[src/rtl/jtab_pkg.sv]
package jtab_pkg;
  localparam int unsigned BYTE_W      = 8;
  localparam int unsigned ENTRY_BYTES = 3;
  localparam int unsigned SEL_W       = 8;

  typedef enum logic [1:0] {
    ST_IDLE = 2'd0,
    ST_WAIT = 2'd1,
    ST_CALL = 2'd2,
    ST_FALL = 2'd3
  } jt_state_e;
endpackage

[src/rtl/jtab_addr_calc.sv]
module jtab_addr_calc #(
  parameter int unsigned ADDR_W      = 24,
  parameter int unsigned SEL_W       = 8,
  parameter int unsigned ENTRY_BYTES = 3
) (
  input  logic [ADDR_W-1:0] ip_i,
  input  logic [SEL_W-1:0]  sel_i,
  input  logic [SEL_W-1:0]  lim_i,
  output logic [ADDR_W-1:0] slot_o,
  output logic [ADDR_W-1:0] ret_o,
  output logic              in_range_o
);
  localparam logic [ADDR_W-1:0] STRIDE = ADDR_W'(ENTRY_BYTES);

  logic [ADDR_W-1:0] sel_off, lim_off;

  // widths held at ADDR_W so all sums wrap
  assign sel_off    = ADDR_W'(sel_i) * STRIDE;
  assign lim_off    = ADDR_W'(lim_i) * STRIDE;
  assign slot_o     = ip_i + sel_off;
  assign ret_o      = ip_i + lim_off + STRIDE;
  assign in_range_o = (sel_i <= lim_i);
endmodule

[src/rtl/jtab_fetch.sv]
module jtab_fetch #(
  parameter int unsigned ADDR_W = 24,
  parameter int unsigned BYTE_W = 8,
  parameter int unsigned NBYTES = 3
) (
  input  logic                     clk_i,
  input  logic                     rst_ni,
  input  logic                     go_i,
  input  logic [ADDR_W-1:0]        base_i,
  output logic                     rd_req_o,
  output logic [ADDR_W-1:0]        rd_addr_o,
  input  logic [BYTE_W-1:0]        rd_data_i,
  output logic                     done_o,
  output logic [NBYTES*BYTE_W-1:0] word_o
);
  localparam int unsigned CNT_W = $clog2(NBYTES + 1);
  localparam logic [CNT_W-1:0] LAST = CNT_W'(NBYTES - 1);

  logic              active_q, pend_q, done_q;
  logic [CNT_W-1:0]  issue_q, pend_idx_q;
  logic [ADDR_W-1:0] base_q;

  assign rd_req_o  = active_q;
  assign rd_addr_o = base_q + ADDR_W'(issue_q);
  assign done_o    = done_q;

  always_ff @(posedge clk_i or negedge rst_ni) begin
    if (!rst_ni) begin
      active_q   <= 1'b0;
      pend_q     <= 1'b0;
      done_q     <= 1'b0;
      issue_q    <= '0;
      pend_idx_q <= '0;
      base_q     <= '0;
    end else begin
      done_q     <= pend_q && (pend_idx_q == LAST);
      pend_q     <= active_q;
      pend_idx_q <= issue_q;
      if (go_i) begin
        active_q <= 1'b1;
        issue_q  <= '0;
        base_q   <= base_i;
      end else if (active_q) begin
        if (issue_q == LAST) begin
          active_q <= 1'b0;
          issue_q  <= '0;
        end else begin
          issue_q <= issue_q + 1'b1;
        end
      end
    end
  end

  // one capture lane per byte of the entry
  for (genvar b = 0; b < NBYTES; b++) begin : g_lane
    logic [BYTE_W-1:0] byte_q;
    always_ff @(posedge clk_i or negedge rst_ni) begin
      if (!rst_ni)                                    byte_q <= '0;
      else if (pend_q && (pend_idx_q == CNT_W'(b)))   byte_q <= rd_data_i;
    end
    assign word_o[b*BYTE_W +: BYTE_W] = byte_q;
  end
endmodule

[src/rtl/jtab_push.sv]
module jtab_push #(
  parameter int unsigned ADDR_W = 24,
  parameter int unsigned BYTE_W = 8,
  parameter int unsigned NBYTES = 3
) (
  input  logic                     clk_i,
  input  logic                     rst_ni,
  input  logic                     go_i,
  input  logic [ADDR_W-1:0]        sp_i,
  input  logic [NBYTES*BYTE_W-1:0] data_i,
  output logic                     push_we_o,
  output logic [ADDR_W-1:0]        push_addr_o,
  output logic [BYTE_W-1:0]        push_data_o,
  output logic                     done_o,
  output logic [ADDR_W-1:0]        sp_new_o
);
  localparam int unsigned CNT_W = $clog2(NBYTES + 1);
  localparam logic [CNT_W-1:0] LAST = CNT_W'(NBYTES - 1);

  logic                     active_q, done_q;
  logic [CNT_W-1:0]         cnt_q;
  logic [ADDR_W-1:0]        sp_q;
  logic [NBYTES*BYTE_W-1:0] data_q;
  logic [BYTE_W-1:0]        lane [NBYTES];

  for (genvar b = 0; b < NBYTES; b++) begin : g_lane
    assign lane[b] = data_q[b*BYTE_W +: BYTE_W];
  end

  // most significant byte lands at the highest address
  assign push_we_o   = active_q;
  assign push_addr_o = sp_q - ADDR_W'(cnt_q) - ADDR_W'(1);
  assign push_data_o = lane[LAST - cnt_q];
  assign done_o      = done_q;
  assign sp_new_o    = sp_q - ADDR_W'(NBYTES);

  always_ff @(posedge clk_i or negedge rst_ni) begin
    if (!rst_ni) begin
      active_q <= 1'b0;
      done_q   <= 1'b0;
      cnt_q    <= '0;
      sp_q     <= '0;
      data_q   <= '0;
    end else begin
      done_q <= 1'b0;
      if (go_i) begin
        active_q <= 1'b1;
        cnt_q    <= '0;
        sp_q     <= sp_i;
        data_q   <= data_i;
      end else if (active_q) begin
        if (cnt_q == LAST) begin
          active_q <= 1'b0;
          cnt_q    <= '0;
          done_q   <= 1'b1;
        end else begin
          cnt_q <= cnt_q + 1'b1;
        end
      end
    end
  end
endmodule

[src/rtl/jtab_dispatch.sv]
module jtab_dispatch
  import jtab_pkg::*;
#(
  parameter int unsigned BW = BYTE_W,
  parameter int unsigned EB = ENTRY_BYTES,
  parameter int unsigned SW = SEL_W,
  localparam int unsigned AW = EB * BW
) (
  input  logic          clk_i,
  input  logic          rst_ni,
  input  logic          start_i,
  input  logic [AW-1:0] ip_i,
  input  logic [SW-1:0] sel_i,
  input  logic [SW-1:0] lim_i,
  input  logic [AW-1:0] sp_i,
  output logic          rd_req_o,
  output logic [AW-1:0] rd_addr_o,
  input  logic [BW-1:0] rd_data_i,
  output logic          push_we_o,
  output logic [AW-1:0] push_addr_o,
  output logic [BW-1:0] push_data_o,
  output logic          ip_we_o,
  output logic [AW-1:0] ip_o,
  output logic          sp_we_o,
  output logic [AW-1:0] sp_o,
  output logic          flag_we_o,
  output logic          flag_v_o,
  output logic          flag_er_o,
  output logic          done_o
);
  jt_state_e     state_q;
  logic [AW-1:0] slot, ret, ret_q, target, sp_new;
  logic          in_range, launch;
  logic          fetch_done, push_done, fetch_seen_q, push_seen_q;
  logic          fetch_ok, push_ok;

  jtab_addr_calc #(.ADDR_W(AW), .SEL_W(SW), .ENTRY_BYTES(EB)) u_calc (
    .ip_i      (ip_i),
    .sel_i     (sel_i),
    .lim_i     (lim_i),
    .slot_o    (slot),
    .ret_o     (ret),
    .in_range_o(in_range)
  );

  assign launch = (state_q == ST_IDLE) && start_i && in_range;

  jtab_fetch #(.ADDR_W(AW), .BYTE_W(BW), .NBYTES(EB)) u_fetch (
    .clk_i    (clk_i),
    .rst_ni   (rst_ni),
    .go_i     (launch),
    .base_i   (slot),
    .rd_req_o (rd_req_o),
    .rd_addr_o(rd_addr_o),
    .rd_data_i(rd_data_i),
    .done_o   (fetch_done),
    .word_o   (target)
  );

  jtab_push #(.ADDR_W(AW), .BYTE_W(BW), .NBYTES(EB)) u_push (
    .clk_i      (clk_i),
    .rst_ni     (rst_ni),
    .go_i       (launch),
    .sp_i       (sp_i),
    .data_i     (ret),
    .push_we_o  (push_we_o),
    .push_addr_o(push_addr_o),
    .push_data_o(push_data_o),
    .done_o     (push_done),
    .sp_new_o   (sp_new)
  );

  assign fetch_ok = fetch_done || fetch_seen_q;
  assign push_ok  = push_done  || push_seen_q;

  always_ff @(posedge clk_i or negedge rst_ni) begin
    if (!rst_ni) begin
      state_q      <= ST_IDLE;
      ret_q        <= '0;
      fetch_seen_q <= 1'b0;
      push_seen_q  <= 1'b0;
    end else begin
      unique case (state_q)
        ST_IDLE: begin
          fetch_seen_q <= 1'b0;
          push_seen_q  <= 1'b0;
          if (start_i) begin
            ret_q   <= ret;
            state_q <= in_range ? ST_WAIT : ST_FALL;
          end
        end
        ST_WAIT: begin
          fetch_seen_q <= fetch_ok;
          push_seen_q  <= push_ok;
          if (fetch_ok && push_ok) state_q <= ST_CALL;
        end
        ST_CALL: state_q <= ST_IDLE;
        ST_FALL: state_q <= ST_IDLE;
        default: state_q <= ST_IDLE;
      endcase
    end
  end

  always_comb begin
    done_o    = 1'b0;
    ip_we_o   = 1'b0;
    sp_we_o   = 1'b0;
    flag_we_o = 1'b0;
    flag_v_o  = 1'b0;
    flag_er_o = 1'b0;
    ip_o      = ret_q;
    sp_o      = sp_new;
    if (state_q == ST_CALL) begin
      done_o    = 1'b1;
      ip_we_o   = 1'b1;
      sp_we_o   = 1'b1;
      flag_we_o = 1'b1;
      ip_o      = target;
    end else if (state_q == ST_FALL) begin
      done_o    = 1'b1;
      ip_we_o   = 1'b1;
      flag_we_o = 1'b1;
      flag_v_o  = 1'b1;
      flag_er_o = 1'b1;
    end
  end
endmodule

[config.mk]
export PLATFORM = sky130hd
export DESIGN_NAME = jtab_dispatch
export DESIGN_NICKNAME = d
export VERILOG_FILES = /design/src/rtl/jtab_pkg.sv /design/src/rtl/jtab_addr_calc.sv /design/src/rtl/jtab_fetch.sv /design/src/rtl/jtab_push.sv /design/src/rtl/jtab_dispatch.sv
export SDC_FILE = /design/constraint.sdc
export NUM_CORES = 1
export LEC_CHECK = 0
export CAP_MARGIN = 10
export CORE_MARGIN = 4
export CORE_UTILIZATION = 26
export DETAILED_ROUTE_END_ITERATION = 6
export DONT_BUFFER_PORTS = 1
export SLEW_MARGIN = 25
export SYNTH_ARGS = -nofsm -noshare
export SYNTH_HDL_FRONTEND = slang
export SYNTH_HIERARCHICAL = 1
export SYNTH_SLANG_ARGS = --single-unit
[constraint.sdc]
create_clock -name clk_i -period 7.4 [get_ports clk_i]
set_input_delay 1.85 -clock clk_i [delete_from_list [all_inputs] [get_ports clk_i]]
set_output_delay 1.85 -clock clk_i [all_outputs]
set_load 0.01 [all_outputs]
==> results of run 1 <==
-- metrics by stage --
step / setup slack, ps / instances / cell area (um2) / power, mW
3_3_place_gp: 2620 / 1294 / 9720 / 3.20
3_5_place_dp: 2560 / 1294 / 9720 / 3.23
2_1_floorplan: 2860 / 874 / 9360 / 2.78
4_1_cts: 2250 / 1326 / 10300 / 4.09
5_1_grt: 1970 / 1327 / 10300 / 4.33
6_report: 2300 / 1327 / 10300 / 4.05
-- report_power, final --
part,switching [mW],leakage [nW],total [mW],internal [mW]
registers,0.443,1.62,1.54,1.10
clock network,0.351,0.283,0.833,0.482
logic,0.930,2.44,1.68,0.748
-- logic make-up (layout without fill, tap and decap cells) --
logic type,Yosys count,after routing,synth area share [%]
xor gates and xnor gates,102,102,9.63
buffers and inverters,93,85,4.55
AOI/OAI and AO/OA,91,91,7.01
adders and majority gates,65,65,10.1
DFF,135,135,36.1
muxes,150,150,18.6
and+or+nand+nor,238,238,14.1
-- path summary, 6_finish.rpt --
path	endpoint	slack, ps	cells past startpoint
max	push_addr_o[20]	2300	7
min	u_fetch/g_lane[2].byte_q[4]	470	2
max reg2reg	u_push/sp_q[18]	4750	5
min reg2reg	u_fetch/g_lane[2].byte_q[4]	470	2
max in group asynchronous	u_fetch/g_lane[2].byte_q[2]	6040	0
min in group asynchronous	u_push/sp_q[4]	1140	0
-- area by class of cell --
| class | instances | area (um2) |
|---|---|---|
| timing repair buffer | 3 | 42.5 |
| clock inverter | 13 | 135 |
| inverter | 50 | 188 |
| fill | 3670 | 25200 |
| tap | 461 | 577 |
| clock buffer | 19 | 443 |
| sequential | 135 | 3380 |
| multi-input combinational | 646 | 5560 |
-- Yosys cell counts (11+ instances only) --
cell      number  area (um2)
nand2_1       76         285
inv_1         48         180
nor3_1        16        80.1
mux2_2       119        1340
nor2_1        43         161
clkbuf_1      17        63.8
nand2b_1      11        68.8
xnor2_1       45         394
xor2_1        56         490
fa_1          17         340
a21oi_1       21         105
nand3_1       21         105
mux2i_1       13         130
ha_1          48         601
mux2_4        18         270
dfrtp_1      135        3380
o21ai_0       19        95.1
-- registers in the layout, indices dropped and copies added (netlist names) --
name and count:
u_push/done_o 1, u_push/data_q 24, u_push/push_we_o 1, u_fetch/pend_q 1, state_q 2, fetch_seen_q 1
u_push/sp_q 24, u_fetch/g_lane.byte_q 24, u_fetch/pend_idx_q 2, u_fetch/base_q 24, u_push/cnt_q 2, u_fetch/issue_q 2
push_seen_q 1, u_fetch/rd_req_o 1, ret_q 24, u_fetch/done_o 1
-- metal layers --
metal / share of wire, % / vias up
met5: 0 / -
met4: 2.1 / 0
met3: 7.5 / 18
met2: 45 / 159
met1: 45 / 3216
li1: - / 3012
-- tightest hold or removal path, stage by stage, from the launching register on --
cell	delay (ps)
dfrtp_1	340
nand2_1	50
nand2_1	50
==> metrics.txt, run 1 <==
Die Ht=198 um; Crit path buffers/inverters=1; global-route met3 utilization=4.68%; Layout Skew=8.68 ps; Leak=about 4.3 nW; fin crit share=69.0%; Unique masters post-synth=75; htree depth=4; Pins Over Slew Limit=0; # DRC=0; Final Setup Violations=0; DR pass1 iterations=5; number of max-cap violations=0; max incr delay on CP=between 500 and 600 ps; critical path fanouts, max=13; final core area utilization=29.0%; Worst Hold Class=reg -> reg; Startpoint Class=flip-flop; Post-synth ARST share=100%; WHS=about 470 ps; DRT Wirelength=25.6 mm; clk_lat worst skew=410 ps; commonest cells after routing, fill and taps aside=dfrtp_1 (135), mux2_2 (119), nand2_1 (76); CP Data Arrival Time=3250 ps; #FFs+latches synth=135; Syn Std Cell Area=9360 um2; core area=between 30,000 and 40,000 um2; clock sink count=135; GR Overflow Total=0; fmax=just under 200 MHz; number of DRC markers in iteration 0=384; Req. time, crit path=5550 ps; wire per inst=19.3 um; Hold Buf Count CTS=0; post-CTS setup buffer count=0; top-level port count=~190; Reg clk slew, reported paths=approximately 60 ps; initial antenna violation count=0; Avg Cell Area, Syn=10.7 um2; share of layout cells above drive strength 1=around 24%; Initial Utilization=26.3%; Setup crit end kind=output port; first-pass GRT wire length=~39 mm; I/O Buffers=0; CTS tree=yes; EDFF count, synth=0; Die Wd=198 um; CP delay by family, top=simple AND/OR/NAND/NOR gates; Post-layout nets=993; worst-path cell chain=inv_1, ha_1, fa_1, nor3_1, nand4_2, nor4_2, xor2_1; Period minus WS final=5100 ps; sequential-to-total area share from yosys stat=36.1%; Mapped Cells=between 800 and 900; Slew headroom=40.4%; Sum Neg Setup Slack=0 ps; dominant synthesized flop cell=dfrtp_1; pin count of the biggest net entering global routing=about 140; Root Driver=clkbuf_16; RSZ-0062 raised after global routing=no; Syn-to-layout area delta=10.3%; Slowest-stage cell, CP=dfrtp_1; Clock Path Buffers=2; Setup crit start=u_push/cnt_q[0]; Resize count post-CTS=0; # rows=69; maximum vdd drop=0.000167 V; worst min-delay path startpoint=u_fetch/g_lane[2].byte_q[4]; r2r startpoint=state_q[1]; status=finished clean; gr busiest metal=met2; antenna viol nets, final=0; Worst-Margin Slew=about 880 ps; Setup Crit Path Kind=reg -> out; vias per cell=4.83; commonest non-fill, non-tap cell in the layout=dfrtp_1; die area=39,100 um2; hpwl dp=20.0 mm; GR Util met2=19.7%; Syn Nets=approximately 1,000; met1 usage=17.4%; GRT Overall Usage=12.9%; number of global-route vias before repair=6,501; cts bufs inserted=17; endpoints failing hold=0; pwr dens=between 300 and 400 nW/um2; # diodes=0; Final GP Congestion=0.846; DR vias=6,405; synthesis warning total=6
Note: power is estimated with default switching activity, not from simulation.
==> run 2, diff against run 1 <==
Clock period 7.4 ns to 4.7 ns, I/O delays scaled along.
==> run 2 against run 1 <==
Clock power increased by 45%. Cell area decreased by 0.51%. Sequential share of layout area increased by 0.17 points. Largest cell class unchanged.
==> metrics.txt, run 2 (synthesis results as in run 1) <==
Seq pwr share=between 30% and 40%; Initial Utilization=26.3%; Die Ht=198 um; Final Setup Violations=0; fin crit share=94.4%; number of DRC markers in iteration 0=337; Final WS setup=around 260 ps; DR vias=6,423; Pins Over Slew Limit=0; pin count of the biggest net entering global routing=136; number of global-route vias before repair=6,523; clock network power share=19.3%; commonest non-fill, non-tap cell in the layout=dfrtp_1; share of layout cells above drive strength 1=between 20% and 30%; core area=35,600 um2; Hold Buf Count CTS=0; Root Driver=clkbuf_16; Setup crit start=u_push/cnt_q[0]; Reg clk slew, reported paths=60 ps; post-CTS setup buffer count=0; Resize count post-CTS=0; I/O Buffers=0; hpwl dp=roughly 20 mm; Worst Hold Class=in -> async; Area after DPL=9740 um2; Die Wd=198 um; Clock Path Buffers=2; Setup Crit Path Kind=reg -> out; htree depth=4; Req. time, crit path=approximately 3500 ps; RSZ-0062 raised after global routing=no; antenna viol nets, final=0; Worst-Margin Slew=872 ps; Final Power=approximately 6.3 mW; P_sw=2.71 mW; CTS tree=yes; wire per inst=between 15 and 20 um; initial antenna violation count=0; Sequential Area=3380 um2; first-pass GRT wire length=39.9 mm; Syn-to-layout area delta=9.75%; CP Data Arrival Time=3260 ps; fill count=~3,700; Critical Path End=push_addr_o[20]; commonest cells after routing, fill and taps aside=dfrtp_1 (135), mux2_2 (119), nand2_1 (76); clk_lat worst skew=420 ps; Comb power frac=around 42%; Setup crit end kind=output port; status=finished clean; Leak=between 4 and 5 nW; r2r startpoint=state_q[1]; Power Internal=3.58 mW; clock sink count=135; Startpoint Class=flip-flop; critical path fanouts, max=13; pwr dens=613 nW/um2; maximum vdd drop=~0.00028 V; area of the multi-input gates=between 5000 and 6000 um2; pre-CTS setup slack=~560 ps; Sum Neg Setup Slack=0 ps; endpoints failing hold=0; Final GP Congestion=0.842; # diodes=0; number of max-cap violations=0; GR Overflow Total=0; # DRC=0; cts bufs inserted=17; Worst R2R End=u_push/sp_q[5]; Layout Skew=approximately 12 ps; die area=approximately 39,000 um2; DRT Wirelength=25.9 mm; flop2flop setup slack=2050 ps; Design Area, Final=10,300 um2; # rows=69; top-level port count=187; GRT Overall Usage=13.1%; Slew headroom=41.2%; fmax=225 MHz; Period minus WS final=about 4400 ps; Post-layout nets=994; worst reg2reg path depth=5; Switching Share=43.1%; vias per cell=4.84; DR pass1 iterations=4
==> run 2: layout make-up <==
cell class / count / share of cell area [%]
Tap cell: 461 / 5.62
Clock buffer: 17 / 4.14
Clock inverter: 13 / 0.975
Multi-Input combinational cell: 646 / 54.1
Inverter: 50 / 1.83
Timing Repair Buffer: 4 / 0.414
Sequential cell: 135 / 32.9
==> run 2: critical path, stage by stage (launching register included) <==
cell and delay (ps):
dfrtp_1 580, inv_1 170, ha_1 270, fa_1 420, nor3_1 570, nand4_2 290
nor4_2 250, xor2_1 290
==> run 2: power by group through the flow <==
| stage | combinational (mW) | clock [mW] | sequential, mW |
|---|---|---|---|
| 2_1_floorplan | 2.30 | 0 | 2.08 |
| 3_3_place_gp | 2.64 | 0 | 2.42 |
| 3_5_place_dp | 2.67 | 0 | 2.44 |
| 4_1_cts | 2.69 | 1.25 | 2.42 |
| 5_1_grt | 2.90 | 1.30 | 2.52 |
| 6_report | 2.65 | 1.21 | 2.43 |
==> run 2: layer usage <==
| metal | part of all wire (%) | wire (um) | up-vias | GRT usage, % |
|---|---|---|---|---|
| li1 | - | - | 3007 | - |
| met1 | 46 | 11800 | 3229 | 17.8 |
| met2 | 45 | 11500 | 163 | 19.8 |
| met3 | 7.4 | 1900 | 24 | 4.54 |
| met4 | 2.3 | 604 | 0 | 4.06 |
| met5 | 0 | 0 | - | 0 |
==> run 2: how the worst min path moves through the flow <==
stage / end / slack [ps]
4_1_cts: u_push/sp_q[4] / 430
5_1_grt: u_push/sp_q[4] / 440
2_1_floorplan: u_fetch/pend_idx_q[1] / 400
6_report: u_push/sp_q[4] / 460
3_5_place_dp: u_fetch/g_lane[2].byte_q[2] / 460
3_3_place_gp: u_fetch/g_lane[2].byte_q[7] / 450
==> run 2: per-stage QoR <==
step / instances / utilization, % / hold slack (ps)
after global routing: 1326 / 28.9 / 436
after CTS: 1326 / 28.9 / 434
after floorplan: 874 / - / 400
after detailed placement: 1296 / 27.4 / 458
final: 1326 / 28.9 / 462
after global placement: 1296 / 27.4 / 453
